### src/rtl/alu8_pkg.sv
// Package: shared operation codes and status bit positions for the ALU.
// Assumes an 8-bit datapath; the operation code is 4 bits wide.
package alu8_pkg;
    localparam int DW    = 8;
    localparam int OPW   = 4;
    localparam int F_N   = 7;
    localparam int F_V   = 6;
    localparam int F_D   = 3;
    localparam int F_Z   = 1;
    localparam int F_C   = 0;

    typedef enum logic [OPW-1:0] {
        OP_ADD  = 4'd0,  OP_SUB  = 4'd1,  OP_CMP  = 4'd2,  OP_AND  = 4'd3,
        OP_OR   = 4'd4,  OP_XOR  = 4'd5,  OP_BIT  = 4'd6,  OP_BITI = 4'd7,
        OP_SETB = 4'd8,  OP_CLRB = 4'd9,  OP_SHL  = 4'd10, OP_SHR  = 4'd11,
        OP_ROL  = 4'd12, OP_ROR  = 4'd13, OP_R14  = 4'd14, OP_R15  = 4'd15
    } alu_op_e;
endpackage

### src/rtl/alu8_addsub.sv
// Module: add/subtract with carry, binary or packed decimal.
// Assumes: cin is the status carry; for subtract the borrow is its inverse.
// Decimal results for non-BCD digits follow the nibble correction rules.
module alu8_addsub
    import alu8_pkg::*;
(
    input  logic          sub,
    input  logic          dec,
    input  logic [DW-1:0] a,
    input  logic [DW-1:0] m,
    input  logic          cin,
    output logic [DW-1:0] res,
    output logic          cout,
    output logic          vout
);
    localparam int WW = DW + 2;

    logic [DW-1:0] m_x;
    logic [DW:0]   bin_sum;
    logic          bin_v;
    logic [4:0]    lo_add;
    logic [5:0]    lo_fix;
    logic [WW-1:0] s_add, s_add_fix;
    logic signed [WW-1:0] t_add;
    logic [5:0]    lo_sub;
    logic [WW-1:0] s_sub, s_sub_fix;

    // Binary sum; subtract adds the inverted operand
    always_comb begin
        m_x     = sub ? ~m : m;
        bin_sum = {1'b0, a} + {1'b0, m_x} + {{DW{1'b0}}, cin};
        bin_v   = (a[DW-1] == m_x[DW-1]) && (bin_sum[DW-1] != a[DW-1]);
    end

    // Decimal add with low-digit correction and signed intermediate for V
    always_comb begin
        lo_add    = {1'b0, a[3:0]} + {1'b0, m[3:0]} + {4'b0, cin};
        lo_fix    = (lo_add >= 5'd10) ? ({2'b0, 4'((lo_add + 5'd6) & 5'h0F)} + 6'h10)
                                      : {1'b0, lo_add};
        s_add     = {2'b0, a[7:4], 4'b0} + {2'b0, m[7:4], 4'b0} + {4'b0, lo_fix};
        t_add     = $signed({{2{a[7]}}, a[7:4], 4'b0}) + $signed({{2{m[7]}}, m[7:4], 4'b0})
                  + $signed({4'b0, lo_fix});
        s_add_fix = (s_add >= 10'h0A0) ? s_add + 10'h060 : s_add;
    end

    // Decimal subtract with whole and low-digit borrow corrections
    always_comb begin
        lo_sub    = {2'b0, a[3:0]} - {2'b0, m[3:0]} - {5'b0, ~cin};
        s_sub     = {2'b0, a} - {2'b0, m} - {{(WW-1){1'b0}}, ~cin};
        s_sub_fix = s_sub - (s_sub[WW-1] ? 10'h060 : 10'h000)
                          - (lo_sub[5]   ? 10'h006 : 10'h000);
    end

    // Select variant
    always_comb begin
        if (!dec) begin
            res  = bin_sum[DW-1:0];
            cout = bin_sum[DW];
            vout = bin_v;
        end else if (!sub) begin
            res  = s_add_fix[DW-1:0];
            cout = s_add_fix >= 10'h100;
            vout = (t_add < -10'sd128) || (t_add > 10'sd127);
        end else begin
            res  = s_sub_fix[DW-1:0];
            cout = ~s_sub[WW-1];
            vout = bin_v;
        end
    end
endmodule

### src/rtl/alu8_logic.sv
// Module: bitwise operations, including masked set and clear of bits.
// Assumes op is one of the logic codes; returns zero for anything else.
module alu8_logic
    import alu8_pkg::*;
(
    input  alu_op_e       op,
    input  logic [DW-1:0] a,
    input  logic [DW-1:0] m,
    output logic [DW-1:0] res
);
    // Bitwise result by operation
    always_comb begin
        unique case (op)
            OP_AND:  res = a & m;
            OP_OR:   res = a | m;
            OP_XOR:  res = a ^ m;
            OP_SETB: res = m | a;
            OP_CLRB: res = m & ~a;
            default: res = '0;
        endcase
    end
endmodule

### src/rtl/alu8_shift.sv
// Module: one-place shifts and rotates through carry.
// Assumes op is a shift code; otherwise result is zero and carry passes.
module alu8_shift
    import alu8_pkg::*;
(
    input  alu_op_e       op,
    input  logic [DW-1:0] m,
    input  logic          cin,
    output logic [DW-1:0] res,
    output logic          cout
);
    // Shift or rotate and carry out
    always_comb begin
        unique case (op)
            OP_SHL:  begin res = {m[DW-2:0], 1'b0}; cout = m[DW-1]; end
            OP_SHR:  begin res = {1'b0, m[DW-1:1]}; cout = m[0];    end
            OP_ROL:  begin res = {m[DW-2:0], cin};  cout = m[DW-1]; end
            OP_ROR:  begin res = {cin, m[DW-1:1]};  cout = m[0];    end
            default: begin res = '0;                cout = cin;     end
        endcase
    end
endmodule

### src/rtl/alu8_core.sv
// Module: top of the ALU. Picks the unit result, builds the next status
// and holds a registered copy loaded by latch_en.
// Assumes: synchronous active-low reset; status bits 5..2 are never written.
module alu8_core
    import alu8_pkg::*;
(
    input  logic          clk,
    input  logic          rst_n,
    input  logic [3:0]    op_sel,
    input  logic [7:0]    reg_val,
    input  logic [7:0]    opnd,
    input  logic [7:0]    stat_in,
    input  logic          latch_en,
    output logic [7:0]    res_out,
    output logic          wr_out,
    output logic [7:0]    stat_out,
    output logic [7:0]    res_q,
    output logic          wr_q,
    output logic [7:0]    stat_q
);
    alu_op_e       op;
    logic [DW-1:0] as_res, lg_res, sh_res, cmp_diff;
    logic          as_c, as_v, sh_c;

    assign op = alu_op_e'(op_sel);

    alu8_addsub u_as (
        .sub (op == OP_SUB), .dec (stat_in[F_D]), .a (reg_val), .m (opnd),
        .cin (stat_in[F_C]), .res (as_res), .cout (as_c), .vout (as_v)
    );

    alu8_logic u_lg (.op (op), .a (reg_val), .m (opnd), .res (lg_res));

    alu8_shift u_sh (.op (op), .m (opnd), .cin (stat_in[F_C]), .res (sh_res), .cout (sh_c));

    // Result select and next status
    always_comb begin
        cmp_diff = reg_val - opnd;
        res_out  = '0;
        wr_out   = 1'b0;
        stat_out = stat_in;
        unique case (op)
            OP_ADD, OP_SUB: begin
                res_out = as_res; wr_out = 1'b1;
                stat_out[F_C] = as_c; stat_out[F_V] = as_v;
                stat_out[F_N] = as_res[DW-1]; stat_out[F_Z] = (as_res == '0);
            end
            OP_CMP: begin
                stat_out[F_C] = (reg_val >= opnd);
                stat_out[F_N] = cmp_diff[DW-1]; stat_out[F_Z] = (cmp_diff == '0);
            end
            OP_AND, OP_OR, OP_XOR: begin
                res_out = lg_res; wr_out = 1'b1;
                stat_out[F_N] = lg_res[DW-1]; stat_out[F_Z] = (lg_res == '0);
            end
            OP_BIT: begin
                stat_out[F_N] = opnd[7]; stat_out[F_V] = opnd[6];
                stat_out[F_Z] = ((reg_val & opnd) == '0);
            end
            OP_BITI: stat_out[F_Z] = ((reg_val & opnd) == '0);
            OP_SETB, OP_CLRB: begin
                res_out = lg_res; wr_out = 1'b1;
                stat_out[F_Z] = ((reg_val & opnd) == '0);
            end
            OP_SHL, OP_SHR, OP_ROL, OP_ROR: begin
                res_out = sh_res; wr_out = 1'b1; stat_out[F_C] = sh_c;
                stat_out[F_N] = sh_res[DW-1]; stat_out[F_Z] = (sh_res == '0);
            end
            default: ;
        endcase
    end

    // Registered copy, loaded on strobe
    always_ff @(posedge clk) begin
        if (!rst_n) begin
            res_q <= '0; wr_q <= 1'b0; stat_q <= '0;
        end else if (latch_en) begin
            res_q <= res_out; wr_q <= wr_out; stat_q <= stat_out;
        end
    end
endmodule

### config.mk
export PLATFORM = sky130hd
export DESIGN_NAME = alu8_core
export DESIGN_NICKNAME = d
export VERILOG_FILES = /design/src/rtl/alu8_pkg.sv /design/src/rtl/alu8_addsub.sv /design/src/rtl/alu8_logic.sv /design/src/rtl/alu8_shift.sv /design/src/rtl/alu8_core.sv
export SDC_FILE = /design/constraint.sdc
export NUM_CORES = 1
export LEC_CHECK = 0
export BUFFER_PORTS_ARGS = -buffer_cell sky130_fd_sc_hd__buf_2
export CAP_MARGIN = 20
export CORE_ASPECT_RATIO = 0.9
export CORE_MARGIN = 2
export CORE_UTILIZATION = 64
export DETAILED_ROUTE_END_ITERATION = 8
export PLACE_DENSITY = 0.89
export SLEW_MARGIN = 20
export SYNTH_ARGS = -nofsm -noshare
export SYNTH_HDL_FRONTEND = slang
export SYNTH_SLANG_ARGS = --single-unit
### constraint.sdc
create_clock -name clk -period 13.6 [get_ports clk]
set_input_delay 1.36 -clock clk [delete_from_list [all_inputs] [get_ports clk]]
set_output_delay 1.36 -clock clk [all_outputs]
set_load 0.005 [all_outputs]
## Yosys cells after proc, flatten, opt, wreduce, memory -nomap -nowiden

Cells that the tools add are included.

- Eq/ne operators: 15
- Bitwise operators: 8
- Add/sub/neg operators: 18
- $lt $le $gt $ge: 6
- Reduce and logical (&&, ||, !) cells: 17
- Multiplexer cells: 20

Operators with widths:

| operator | number |
|---|---|
| 8-bit case mux with 4 select lines | 2 |
| 8-bit zero test | 5 |
| 8-bit by 8-bit adder with 9-bit output | 3 |
| 4-bit equality test, second input constant | 6 |
| 8-bit 2-to-1 mux | 3 |
| 8-bit case mux with 3 select lines | 1 |
| 8-bit subtractor | 3 |
| 8-bit bitwise AND | 2 |
| 4-bit by 3-bit equality test with 1-bit output, second input constant | 4 |
| 8-bit NOT | 2 |
| 11-bit OR reduction | 1 |
| 10-bit by 6-bit adder with 10-bit output | 1 |
| 10-bit by 7-bit adder with 10-bit output | 1 |
| 10-bit by 7-bit adder with 10-bit output, second input constant | 1 |
| 10-bit by 8-bit greater-or-equal comparator with 1-bit output, second input constant | 1 |
| 10-bit by 9-bit greater-or-equal comparator with 1-bit output, second input constant | 1 |
| 10-bit by 8-bit > comparator with 1-bit output, second input constant | 1 |
| 10-bit by 8-bit less-than comparator with 1-bit output, second input constant | 1 |
| 10-bit 2-to-1 mux | 1 |
| 1-bit case mux with 5 select lines | 2 |
| 10-bit by 1-bit subtractor with 10-bit output | 1 |
| 9-bit by 1-bit adder with 9-bit output | 1 |
| 8-bit by 8-bit subtractor with 9-bit output | 1 |
| 4-bit by 2-bit equality test with 1-bit output, second input constant | 2 |
| 27 further kinds | 37 |

- Register bits after elaboration: 17

## Logic depth before layout (Yosys ltp)

Gate-level depths: netlist (run 1).

- Word-level depth: 12
- Gate-level depth with buffers: 22

## Modules after synthesis

From an unflattened synthesis (run 1), not the netlist that was laid out.

- Cells, all modules: 610
- Area total of the unflattened synthesis: 4406.7 um^2

By module, submodules not included:

| module | seq. area each (um^2) | cells each | times used | area an instance (um^2) |
|---|---|---|---|---|
| alu8_addsub | 0.0 | 292 | 1 | 2102.0 |
| alu8_core | 340.3 | 214 | 1 | 1589.0 |
| alu8_logic | 0.0 | 76 | 1 | 510.5 |
| alu8_shift | 0.0 | 28 | 1 | 205.2 |

## Worst setup path before layout (run 1)

Ideal clock, no wire load.

- Kind: input-to-output
- Start point: input port reg_val[0]
- End point: output port res_out[7]
- Path buffers: 1
- Stages: 18
- Arrival time: 5.205 ns
- Slack: 7.035 ns
- Cells stage by stage: inv_1 -> fa_1 -> fa_1 -> xor2_1 -> ha_1 -> a21boi_0 -> o21ai_1 -> ha_1 -> ha_1 -> clkbuf_1 -> nor2b_1 -> a21oi_1 -> o21ai_0 -> o221ai_1 -> and3_1 -> a311o_1 -> a21o_1 -> or2_1

- Word-level cells in the longest chain between the ends: 11
- Elaborated cells on any way between the ends: 23
- Classes of those cells: add/sub: 14; order compare: 2; mux: 7

Ends and longest elaborated chain:

| element | line | source |
|---|---|---|
| start, declared | alu8_core.sv:10 | `input logic [7:0] reg_val,` |
| 4-bit by 4-bit adder with 5-bit output | alu8_addsub.sv:37 | `lo_add = {1'b0, a[3:0]} + {1'b0, m[3:0]} + {4'b0, cin};` |
| 5-bit by 1-bit adder with 5-bit output | alu8_addsub.sv:37 |  |
| 4-bit by 3-bit adder with 4-bit output | alu8_addsub.sv:38 | `lo_fix = (lo_add >= 5'd10) ? ({2'b0, 4'((lo_add + 5'd6) & 5'h0F)} + 6'h10)` |
| 4-bit by 5-bit adder with 6-bit output | alu8_addsub.sv:38 |  |
| 6-bit 2-to-1 mux | alu8_addsub.sv:38 |  |
| 10-bit by 6-bit adder with 10-bit output | alu8_addsub.sv:40 | `s_add = {2'b0, a[7:4], 4'b0} + {2'b0, m[7:4], 4'b0} + {4'b0, lo_fix};` |
| 10-bit by 7-bit adder with 10-bit output / 10-bit by 8-bit greater-or-equal comparator with 1-bit output (equally long branches) | alu8_addsub.sv:43 | `s_add_fix = (s_add >= 10'h0A0) ? s_add + 10'h060 : s_add;` |
| 10-bit 2-to-1 mux | alu8_addsub.sv:43 |  |
| 8-bit 2-to-1 mux | alu8_addsub.sv:60 | `end else if (!sub) begin` |
| 8-bit 2-to-1 mux (*) | alu8_addsub.sv:56 | `if (!dec) begin` |
| 8-bit case mux with 3 select lines (*) | alu8_core.sv:42 | `unique case (op)` |
| end, declared | alu8_core.sv:14 | `output logic [7:0] res_out,` |

Mark *: on every way between the ends. The rest lies on a longest branch, timed or not.

## Worst setup path in the final report (run 1)

- Start point: input port opnd[0]
- End point: output port stat_out[1]

- Word-level cells in the longest chain between the ends: 12
- Elaborated cells on any way between the ends: 37
- Classes of those cells: add/sub: 15; order compare: 2; mux: 10; bitwise: 5; reduce/logical: 5

Ends and longest elaborated chain:

| element | line | source |
|---|---|---|
| start, declared | alu8_core.sv:11 | `input logic [7:0] opnd,` |
| 4-bit by 4-bit adder with 5-bit output | alu8_addsub.sv:37 |  |
| 5-bit by 1-bit adder with 5-bit output | alu8_addsub.sv:37 |  |
| 4-bit by 3-bit adder with 4-bit output | alu8_addsub.sv:38 |  |
| 4-bit by 5-bit adder with 6-bit output | alu8_addsub.sv:38 |  |
| 6-bit 2-to-1 mux | alu8_addsub.sv:38 |  |
| 10-bit by 6-bit adder with 10-bit output | alu8_addsub.sv:40 |  |
| 10-bit by 7-bit adder with 10-bit output / 10-bit by 8-bit greater-or-equal comparator with 1-bit output (equally long branches) | alu8_addsub.sv:43 |  |
| 10-bit 2-to-1 mux | alu8_addsub.sv:43 |  |
| 8-bit 2-to-1 mux | alu8_addsub.sv:60 |  |
| 8-bit 2-to-1 mux | alu8_addsub.sv:56 |  |
| 8-bit zero test | alu8_core.sv:46 | `stat_out[F_N] = as_res[DW-1]; stat_out[F_Z] = (as_res == '0);` |
| 1-bit case mux with 5 select lines (*) | alu8_core.sv:42 |  |
| end, declared | alu8_core.sv:16 | `output logic [7:0] stat_out,` |

Marks and branches as above.

==> reports/results.tsv, run 1 <==
metric	value	unit
status	finished, final reports clean	
max-capacitance violation count	0	
Slew Viols, Final	0	
final RePlAce weighted congestion	1.09	
synthesized net count	674	
DRC errors left	0	
Post-Route Setup TNS	0	ns
Buffers on Ports	64	
Synth Flop Type	dfxtp_1	
H-tree lvl count	1	
warnings from Yosys	0	
Max Fclk	0.135	GHz
wire length on met3	1610	µm
chip width	89.1	µm
clock-pin transition on the worst setup and hold timing paths	0.08	ns
hold path startpoint	wr_q	
DRT iter0 DRCs	802	
Final Hold Viols	0	
final core occ	71.9	%
CTS hold repair buffers	0	
period utilisation layout	54.5	%
nets	702	
Final Critical Period	7.41	ns
Slew HR	35.1	%
Setup Viol. Count Final	0	
RSZ-0062 raised after global routing	false	
Tightest Hold Check Type	reg -> reg	
R2R setup slack	12.79	ns
antenna fix cells	0	
Die Area	0.00718	mm²
clock sinks	17	
Clock Tree Root	clkbuf_8	
setup bufs post-CTS	0	
worst slew pin tran	0.973	ns
post-synthesis sequential area ratio	8.16	%
Yosys reg bits	17	
initial antenna violation count	0	
PwrDens	76.4	mW/mm²
Mapped Area	0.00417	mm²
CTS buffer count	3	
largest net degree at the start of global routing	62	
vias after detailed routing	4845	
Worst VDD drop	49.2	µV
Area Overhead vs Synth	7.11	%
met2 routed WL	5930	µm
skew final	0	ns
top post-synthesis cells by area	ha_1 16%, dfxtp_1 8.2%, o21ai_0 5.9%, xnor2_1 5.0%, nand2_1 4.9%	
grt ovf	0	
Critical Path Sink	stat_out[1]	
Synth top area share	15.6	%
Starting Density	67.1	%
Fill cells	536	
Critical Path RT	12.24	ns
highest routed layer	met4	
TritonCTS clock tree	done	
commonest non-fill, non-tap cell in the layout	buf_2	
Die Ht	80.6	µm
IO Pins	65	
crit-path max FO	10	
Core Rows	27	
CP Launch Type	input pin	
Critical Path Sink Type	output pin	
Core Area	0.00622	mm²
Max clock buf depth	2	
GRT Util Overall	37.0	%
first-pass GRT wire length	20800	µm
Detailed Route WL	13300	µm
Worst Setup SP	opnd[0]	
dominant cell type by area after synthesis	ha_1	
hold depth	2	
Routed WL per cell	19.1	µm
WP data arrival	6.05	ns
DR vias/cell	6.93	
LEAKAGE	2.04	nW
Initial DRT Pass Iterations	6	
dpl hpwl	10400	µm
Post-synth EDFFs	0	
post-cts resize count	0	
Final ANT Viol Nets	0	
most frequent cells in the layout	64 x buf_2, 55 x nand2_1, 52 x ha_1, 49 x o21ai_0	
post-synthesis area per instance	7.13	µm²
Synth cell types	81	
share of synthesized flip-flops with an asynchronous set or reset	0	%
worst-case reg-to-reg path depth	2	
Post-Synthesis Cells	585	
vias in the first global route	4279	
total power	0.341	mW
fraction of layout cells with a size suffix above 1	15.4	%
clock latency on the worst-skew pair	0.26	ns
CP Class	in -> out	
wire length on met1	5060	µm
R2R Path Start	stat_q[6]	
worst reg2reg endpoint	stat_q[6]	
## cell type report
type                       count  area, µm²  area share [%]
inverter                      42        158            3.53
sequential                    17        340            7.62
tap                           87        109            2.44
timing repair buffer          65        328            7.34
clock buffer                   3       41.3           0.924
clock inverter                 1       5.00           0.112
multi-input combinational    484       3490            78.0
## synthesized netlist by cell type (3+ instances only)
cell / count
fa_1: 6
buf_4: 4
o31ai_1: 4
mux2i_1: 10
o21ai_0: 49
a221o_1: 3
a21o_1: 9
a21oi_1: 39
nand3_1: 16
nand2b_1: 8
nand2_1: 55
o21a_1: 3
dfxtp_1: 17
nand3b_1: 3
nand4_1: 7
or3_1: 3
o311ai_0: 3
and3_1: 6
o221ai_1: 6
or2_2: 5
o2111ai_1: 3
nor2b_1: 10
buf_2: 5
xnor2_1: 24
a22oi_1: 9
xor2_1: 10
mux2_2: 3
nor4_1: 7
ha_1: 52
nor3_1: 16
a31oi_1: 6
nor2_1: 41
and2_1: 4
inv_1: 41
a211oi_1: 5
clkbuf_1: 31
## power breakdown
| group | switching, mW | internal, mW | leakage, nW | total (mW) |
|---|---|---|---|---|
| Combinational | 0.151 | 0.0947 | 1.87 | 0.246 |
| Clock | 0.0201 | 0.0205 | 0.0255 | 0.0405 |
| Sequential | 0.00163 | 0.0534 | 0.140 | 0.0550 |
## through the flow
step           area (µm²)  hold WS, ns  instances  setup WS, ns
2_1_floorplan        4170        0.462        585          7.03
6_report             4470        0.475        699          6.19
3_5_place_dp         4420        0.462        695          6.33
3_3_place_gp         4420        0.451        695          6.57
4_1_cts              4470        0.473        699          6.33
5_1_grt              4470        0.493        699          5.89
## flip-flops by register name, indices dropped and copies added (netlist names)
register  flops
stat_q        8
wr_q          1
res_q         8
## worst min-delay path by stage
stage / endpoint / slack, ns
floorplan: wr_q / 0.46
global placement: wr_q / 0.45
detailed placement: wr_q / 0.46
CTS: wr_q / 0.47
global route: wr_q / 0.49
finish: wr_q / 0.47
## kinds of logic after synthesis
group	Yosys count	share of synthesized area, %
compound gates	177	29.2
flops	17	8.16
mux	13	3.21
fa+ha+maj	58	18.5
buf+inv	84	8.25
simple gates	199	24.2
xor+xnor	37	8.49
## worst max-delay path, cell delays in order
cell       delay [ns]
buf_2            0.14
inv_1            0.11
fa_1             0.44
fa_1             0.41
xor2_1           0.27
ha_1             0.25
a21boi_0         0.42
o21ai_1          0.18
ha_1             0.29
ha_1             0.43
or4_1            0.58
o2111ai_1        0.17
nand3_1          0.18
nor4_2           0.38
a31o_1           0.20
o31a_1           0.12
buf_2            0.11
## per-layer routing
metal  up-vias  GRT usage, %
met5         -             0
met4         0          15.5
met3        88          7.61
met2       395          59.8
met1      2202          47.3
li1       2160             -
Note: power is estimated with default switching activity, not from simulation.
==> run 2, diff against run 1 <==
--- a/config.mk
+++ b/config.mk
@@ -9,9 +9,9 @@
 export CAP_MARGIN = 20
 export CORE_ASPECT_RATIO = 0.9
 export CORE_MARGIN = 2
-export CORE_UTILIZATION = 64
+export CORE_UTILIZATION = 59
 export DETAILED_ROUTE_END_ITERATION = 8
-export PLACE_DENSITY = 0.89
+export PLACE_DENSITY = 0.82
 export SLEW_MARGIN = 20
 export SYNTH_ARGS = -nofsm -noshare
 export SYNTH_HDL_FRONTEND = slang
==> constraint.sdc (replaced) <==
create_clock -name clk -period 7.2 [get_ports clk]
set_input_delay 0.72 -clock clk [delete_from_list [all_inputs] [get_ports clk]]
set_output_delay 0.72 -clock clk [all_outputs]
set_load 0.005 [all_outputs]
==> reports/results.tsv, run 2 (synthesized netlist as in run 1, its figures left out) <==
metric	value	unit	change
GRT Util Overall	33.3	%	was 37.0%
WP data arrival	5.34	ns	was 6.05 ns
Slew HR	29.7	%	was 35.1%
TritonCTS clock tree	done		unchanged
Max clock buf depth	2		unchanged
clock latency on the worst-skew pair	0.25	ns	was 0.26 ns
Slew Viols, Final	0		unchanged
post-cts resize count	0		unchanged
Slowest Stage Delay on Critical Path	0.56	ns	was 0.58 ns
Critical-path top delay cell	or4_1		unchanged
grt ovf	0		unchanged
commonest non-fill, non-tap cell in the layout	buf_2		unchanged
internal power	0.318	mW	was 0.169 mW
max-capacitance violation count	0		unchanged
vias after detailed routing	4619		was 4845
Setup Viol. Count Final	0		unchanged
worst slew pin tran	1.05	ns	was 0.973 ns
clock sinks	17		unchanged
crit-path max FO	10		unchanged
Psw	0.318	mW	was 0.173 mW
clock-pin transition on the worst setup and hold timing paths	0.06	ns	was 0.08 ns
fraction of layout cells with a size suffix above 1	15.6	%	was 15.4%
dpl hpwl	10500	µm	was 10400 µm
Area Overhead vs Synth	7.65	%	was 7.11%
Post-Route Setup TNS	0	ns	unchanged
R2R setup slack	6.38	ns	was 12.79 ns
Critical Path RT	6.48	ns	was 12.24 ns
Core Area	0.00697	mm²	was 0.00622 mm²
status	finished, final reports clean		unchanged
Most common cell on crit path	ha_1		unchanged
Initial DRT Pass Iterations	5		was 6
Hold EP	res_q[2]		was wr_q
chip width	92.6	µm	was 89.1 µm
Critical Path Sink Type	output pin		unchanged
R2R Path Start	stat_q[6]		unchanged
most frequent cells in the layout	64 x buf_2, 55 x nand2_1, 52 x ha_1, 49 x o21ai_0		unchanged
Starting Density	59.9	%	was 67.1%
Buffers on Ports	64		unchanged
Setup WS post-layout	1.14	ns	was 6.19 ns
Final ANT Viol Nets	0		unchanged
period utilisation layout	84.1	%	
largest net degree at the start of global routing	61		was 62
IO Pins	65		unchanged
DR vias/cell	6.53		was 6.93
Core Rows	29		was 27
Clk pwr share	11.4	%	was 11.9%
hold depth	2		unchanged
setup bufs post-CTS	0		unchanged
Routed WL per cell	18.6	µm	was 19.1 µm
Detailed Route WL	13100	µm	was 13300 µm
CP Launch Type	input pin		unchanged
cell chain of the critical path	buf_2, inv_1, fa_1, fa_1, xor2_1, ha_1, a21boi_0, o21ai_1, ha_1, ha_1, or4_1, o2111ai_1, nand3_1, nor4_2, a31o_1, o31a_1, buf_2		unchanged
PwrDens	142	mW/mm²	was 76.4 mW/mm²
final RePlAce weighted congestion	1.01		was 1.09
DP Worst Slack	1.23	ns	was 6.33 ns
Gate power share	72.2	%	was 72.0%
largest registers	res_q x8, stat_q x8, wr_q x1		unchanged
Die Ht	83.8	µm	was 80.6 µm
antenna fix cells	0		unchanged
Tightest Hold Check Type	reg -> reg		unchanged
first-pass GRT wire length	21000	µm	was 20800 µm
Sw Share	49.9	%	was 50.6%
Max Fclk	0.165	GHz	
nets	704		was 702
Final Hold Viols	0		unchanged
skew final	0	ns	unchanged
worst-case reg-to-reg path depth	2		unchanged
RSZ-0062 raised after global routing	false		unchanged
CTS buffer count	3		unchanged
DRT iter0 DRCs	587		was 802
H-tree lvl count	1		unchanged
initial antenna violation count	0		unchanged
CP Class	in -> out		unchanged
DRC errors left	0		unchanged
Final Critical Period	6.06	ns	
Clock Tree Root	clkbuf_8		unchanged
Worst VDD drop	98.1	µV	was 49.2 µV
CTS hold repair buffers	0		unchanged
Reg power frac	16.3	%	was 16.1%
hold path startpoint	res_q[2]		was wr_q
vias in the first global route	4241		was 4279
LEAKAGE	2.05	nW	was 2.04 nW
Die Area	0.00776	mm²	was 0.00718 mm²
worst reg2reg endpoint	stat_q[6]		unchanged
run 2: changes by cell type in the layout (fill, tap and decap cells not counted):
cell	before	now
buf_4	1	3
run 2: worst max path at each step:
stage / start / to / slack (ns) / depth (start not counted)
floorplan: reg_val[0] / res_out[7] / 1.91 / 18
global placement: reg_val[0] / stat_out[1] / 1.37 / 17
detailed placement: opnd[0] / stat_out[1] / 1.23 / 17
CTS: opnd[0] / stat_out[1] / 1.23 / 17
global route: opnd[0] / stat_out[1] / 0.92 / 17
finish: opnd[0] / stat_out[1] / 1.14 / 17
run 2: stage by stage:
stage	power, mW	cell area (µm²)	hold WS [ns]	utilization, %	instances
floorplan	0.437	4170	0.462	-	585
CTS	0.624	4490	0.485	64.5	707
global placement	0.541	4440	0.452	63.8	703
detailed placement	0.551	4440	0.476	63.8	703
finish	0.636	4490	0.485	64.5	707
global route	0.685	4490	0.516	64.5	707
run 2: layout make-up:
| type | count | area (µm²) |
|---|---|---|
| tap | 93 | 116 |
| clock buffer | 3 | 41.3 |
| sequential | 17 | 340 |
| fill | 669 | 2480 |
| multi-input combinational | 484 | 3490 |
| timing repair buffer | 67 | 343 |
| inverter | 42 | 158 |
| clock inverter | 1 | 5.00 |
run 2: layer usage:
metal / wire [µm] / track usage, % / vias to the layer above
met5: 0 / 0 / -
met4: 414 / 8.82 / 0
met3: 1450 / 8.13 / 51
met2: 6000 / 55.3 / 295
met1: 5270 / 43.3 / 2104
li1: - / - / 2169
run 2: power groups by stage:
stage	registers [mW]	logic, mW	clock network [mW]
floorplan	0.107	0.330	0
global placement	0.106	0.435	0
detailed placement	0.106	0.445	0
CTS	0.104	0.448	0.0727
global route	0.105	0.502	0.0782
finish	0.104	0.460	0.0727
run 2: worst max-delay path: cells and delay by family:
| kind | cells | cell delay (ns) |
|---|---|---|
| AOI/OAI and AO/OA | 5 | 1.09 |
| xor gates and xnor gates | 1 | 0.26 |
| adders and majority gates | 5 | 1.79 |
| buffers and inverters | 3 | 0.38 |
| and+or+nand+nor | 3 | 1.10 |
==> run 3, diff against run 2 <==
--- a/config.mk
+++ b/config.mk
@@ -5,13 +5,14 @@
 export SDC_FILE = /design/constraint.sdc
 export NUM_CORES = 1
 export LEC_CHECK = 0
+export ABC_AREA = 1
 export BUFFER_PORTS_ARGS = -buffer_cell sky130_fd_sc_hd__buf_2
 export CAP_MARGIN = 20
 export CORE_ASPECT_RATIO = 0.9
 export CORE_MARGIN = 2
-export CORE_UTILIZATION = 59
+export CORE_UTILIZATION = 53
 export DETAILED_ROUTE_END_ITERATION = 8
-export PLACE_DENSITY = 0.82
+export PLACE_DENSITY = 0.79
 export SLEW_MARGIN = 20
 export SYNTH_ARGS = -nofsm -noshare
 export SYNTH_HDL_FRONTEND = slang
==> constraint.sdc (replaced) <==
create_clock -name clk -period 5.3 [get_ports clk]
set_input_delay 0.53 -clock clk [delete_from_list [all_inputs] [get_ports clk]]
set_output_delay 0.53 -clock clk [all_outputs]
set_load 0.005 [all_outputs]
==> reports/results.tsv, run 3 <==
metric	value	unit	change
worst-case reg-to-reg path depth	4		was 2
Synth cell types	44		was 81
max-capacitance violation count	0		unchanged
Post-Route Setup TNS	0	ns	unchanged
Post-synth EDFFs	0		unchanged
Die Ht	83.7	µm	was 83.8 µm
WP depth	24		was 17
dominant cell type by area after synthesis	ha_1		unchanged
H-tree lvl count	1		unchanged
Max Fclk	0.204	GHz	
Routed WL per cell	15.0	µm	was 18.6 µm
skew final	0	ns	unchanged
Synth top area share	17.4	%	was 15.6%
Area Overhead vs Synth	10.4	%	was 7.65%
clock-pin transition on the worst setup and hold timing paths	0.06	ns	about the same
Core Rows	29		unchanged
CTS buffer count	3		unchanged
WP data arrival	4.36	ns	was 5.34 ns
fraction of layout cells with a size suffix above 1	16.3	%	was 15.6%
Slew Viols, Final	0		unchanged
crit path buf inv count	4		was 3
Synth Flop Type	dfxtp_1		unchanged
vias in the first global route	3967		was 4241
DRT iter0 DRCs	351		was 587
status	finished, final reports clean		unchanged
Worst Setup SP	opnd[0]		unchanged
Starting Density	53.9	%	was 59.9%
cell with the most instances after synthesis	nand2_1		unchanged
Slew HR	56.4	%	was 29.7%
largest net degree at the start of global routing	21		was 61
CTS hold repair buffers	0		unchanged
setup bufs post-CTS	0		unchanged
RSZ-0062 raised after global routing	false		unchanged
Critical Path RT	4.77	ns	was 6.48 ns
post-synthesis area per instance	6.13	µm²	was 7.13 µm²
worst slew pin tran	0.651	ns	was 1.05 ns
Die Area	0.00774	mm²	was 0.00776 mm²
CP Launch Type	input pin		unchanged
Fill cells	701		was 669
Critical Path Sink Type	output pin		unchanged
Tightest Hold Check Type	reg -> reg		unchanged
chip width	92.5	µm	was 92.6 µm
final RePlAce weighted congestion	0.951		was 1.01
Clock Tree Root	clkbuf_8		unchanged
most frequent cells in the layout	125 x nand2_1, 97 x inv_1, 75 x nor2_1, 64 x buf_2, 52 x ha_1		was 64 x buf_2, 55 x nand2_1, 52 x ha_1, 49 x o21ai_0
antenna fix cells	0		unchanged
PwrDens	190	mW/mm²	was 142 mW/mm²
grt ovf	0		unchanged
IO Pins	65		unchanged
share of synthesized flip-flops with an asynchronous set or reset	0	%	unchanged
total power	0.785	mW	was 0.636 mW
period utilisation layout	92.3	%	
first-pass GRT wire length	18900	µm	was 21000 µm
post-cts resize count	0		unchanged
warnings from Yosys	0		unchanged
Final Hold Viols	0		unchanged
Final Critical Period	4.89	ns	
Synth top cells by count	125 x nand2_1, 97 x inv_1, 75 x nor2_1		was 55 x nand2_1, 52 x ha_1, 49 x o21ai_0
Yosys reg bits	17		unchanged
Most common cell on crit path	nand2_1		was ha_1
Max clock buf depth	2		unchanged
synthesized net count	698		was 674
Initial DRT Pass Iterations	5		unchanged
CP Class	in -> out		unchanged
Worst VDD drop	125	µV	was 98.1 µV
DRC errors left	0		unchanged
TritonCTS clock tree	done		unchanged
clock sinks	17		unchanged
top post-synthesis cells by area	ha_1 17%, nand2_1 13%, inv_1 9.7%, dfxtp_1 9.1%, nor2_1 7.5%		was ha_1 16%, dfxtp_1 8.2%, o21ai_0 5.9%, xnor2_1 5.0%, nand2_1 4.9%
largest registers	res_q x8, stat_q x8, wr_q x1		unchanged
Buffers on Ports	64		unchanged
Final ANT Viol Nets	0		unchanged
Critical-path top delay cell	fa_1		was or4_1
clock latency on the worst-skew pair	0.25	ns	about the same
cell chain of the critical path	buf_2, inv_1, fa_1, fa_1, xor2_1, ha_1, nand2_1, nand2_1, nand2_2, ha_1, ha_1, inv_1, nor2_2, o21ai_0, nand3_1, nand3_2, nand2_1, a21oi_1, nor2_1, nand2_1, nand2_1, nand3_1, nand3_1, buf_2		was buf_2, inv_1, fa_1, fa_1, xor2_1, ha_1, a21boi_0, o21ai_1, ha_1, ha_1, or4_1, o2111ai_1, nand3_1, nor4_2, a31o_1, o31a_1, buf_2
LEAKAGE	2.34	nW	was 2.05 nW
worst reg2reg endpoint	res_q[1]		was stat_q[6]
commonest non-fill, non-tap cell in the layout	nand2_1		was buf_2
Detailed Route WL	11300	µm	was 13100 µm
R2R Path Start	res_q[1]		was stat_q[6]
Mapped Area	0.00374	mm²	was 0.00417 mm²
Post-Synthesis Cells	609		was 585
GRT Util Overall	29.7	%	was 33.3%
delay-heaviest family, CP	adder cells		unchanged
vias after detailed routing	4192		was 4619
Slowest Stage Delay on Critical Path	0.44	ns	was 0.56 ns
post-synthesis sequential area ratio	9.11	%	was 8.16%
Core Area	0.00693	mm²	was 0.00697 mm²
nets	751		was 704
Setup Viol. Count Final	0		unchanged
R2R setup slack	4.60	ns	was 6.38 ns
crit-path max FO	5		was 10
initial antenna violation count	0		unchanged
Critical Path Sink	stat_out[1]		unchanged
DR vias/cell	5.56		was 6.53
dpl hpwl	9480	µm	was 10500 µm
run 3: area by class of cell:
class | instances | area [µm²] | area share, %
Timing Repair Buffer | 65 | 328 | 7.95
Tap cell | 93 | 116 | 2.82
Inverter | 102 | 385 | 9.34
Multi-Input combinational cell | 473 | 2910 | 70.5
Clock buffer | 4 | 45.0 | 1.09
Sequential cell | 17 | 340 | 8.25
run 3: worst min-delay path by stage:
stage / start / endpoint / slack [ns] / cells past startpoint
after CTS: stat_in[4] / stat_q[4] / 0.51 / 3
after global routing: stat_in[4] / stat_q[4] / 0.52 / 3
after floorplan: stat_q[2] / stat_q[2] / 0.49 / 2
after detailed placement: stat_q[4] / stat_q[4] / 0.50 / 2
after global placement: stat_q[4] / stat_q[4] / 0.47 / 2
final: stat_q[4] / stat_q[4] / 0.51 / 2
run 3: per-stage QoR:
stage / cells / util (%) / setup WS (ns) / instance area [µm²] / hold WS (ns)
after global placement: 750 / 58.9 / 0.561 / 4080 / 0.474
after floorplan: 609 / - / 1.18 / 3740 / 0.487
final: 754 / 59.5 / 0.409 / 4130 / 0.514
after global routing: 754 / 59.5 / 0.116 / 4130 / 0.519
after CTS: 754 / 59.5 / 0.463 / 4130 / 0.514
after detailed placement: 750 / 58.9 / 0.471 / 4080 / 0.496
run 3: kinds of logic after synthesis:
logic type	count (synthesis)	synth area share (%)
buffers and inverters	119	13.0
AOI/OAI and AO/OA	99	15.7
and+or+nand+nor	294	36.0
xor gates and xnor gates	22	5.56
adders and majority gates	58	20.6
DFF	17	9.11
run 3: metal layers:
metal | share of wire (%) | wire, µm | vias to the layer above | track usage, %
li1 | - | - | 2068 | -
met1 | 45 | 5140 | 1917 | 41.9
met2 | 46 | 5220 | 188 | 49.0
met3 | 7.2 | 818 | 19 | 3.88
met4 | 1.2 | 132 | 0 | 4.48
met5 | 0 | 0 | - | 0
run 3: worst min-delay path, cell delays in order, from the launching register on:
cell and delay [ns]:
dfxtp_1 0.33, o21ai_0 0.07, nor2_1 0.07
run 3: where the power goes:
part           total (mW)  switching, mW  internal, mW
clock              0.0981         0.0447        0.0534
sequential          0.143        0.00488         0.138
combinational       0.544          0.348         0.196
total               0.785          0.398         0.387
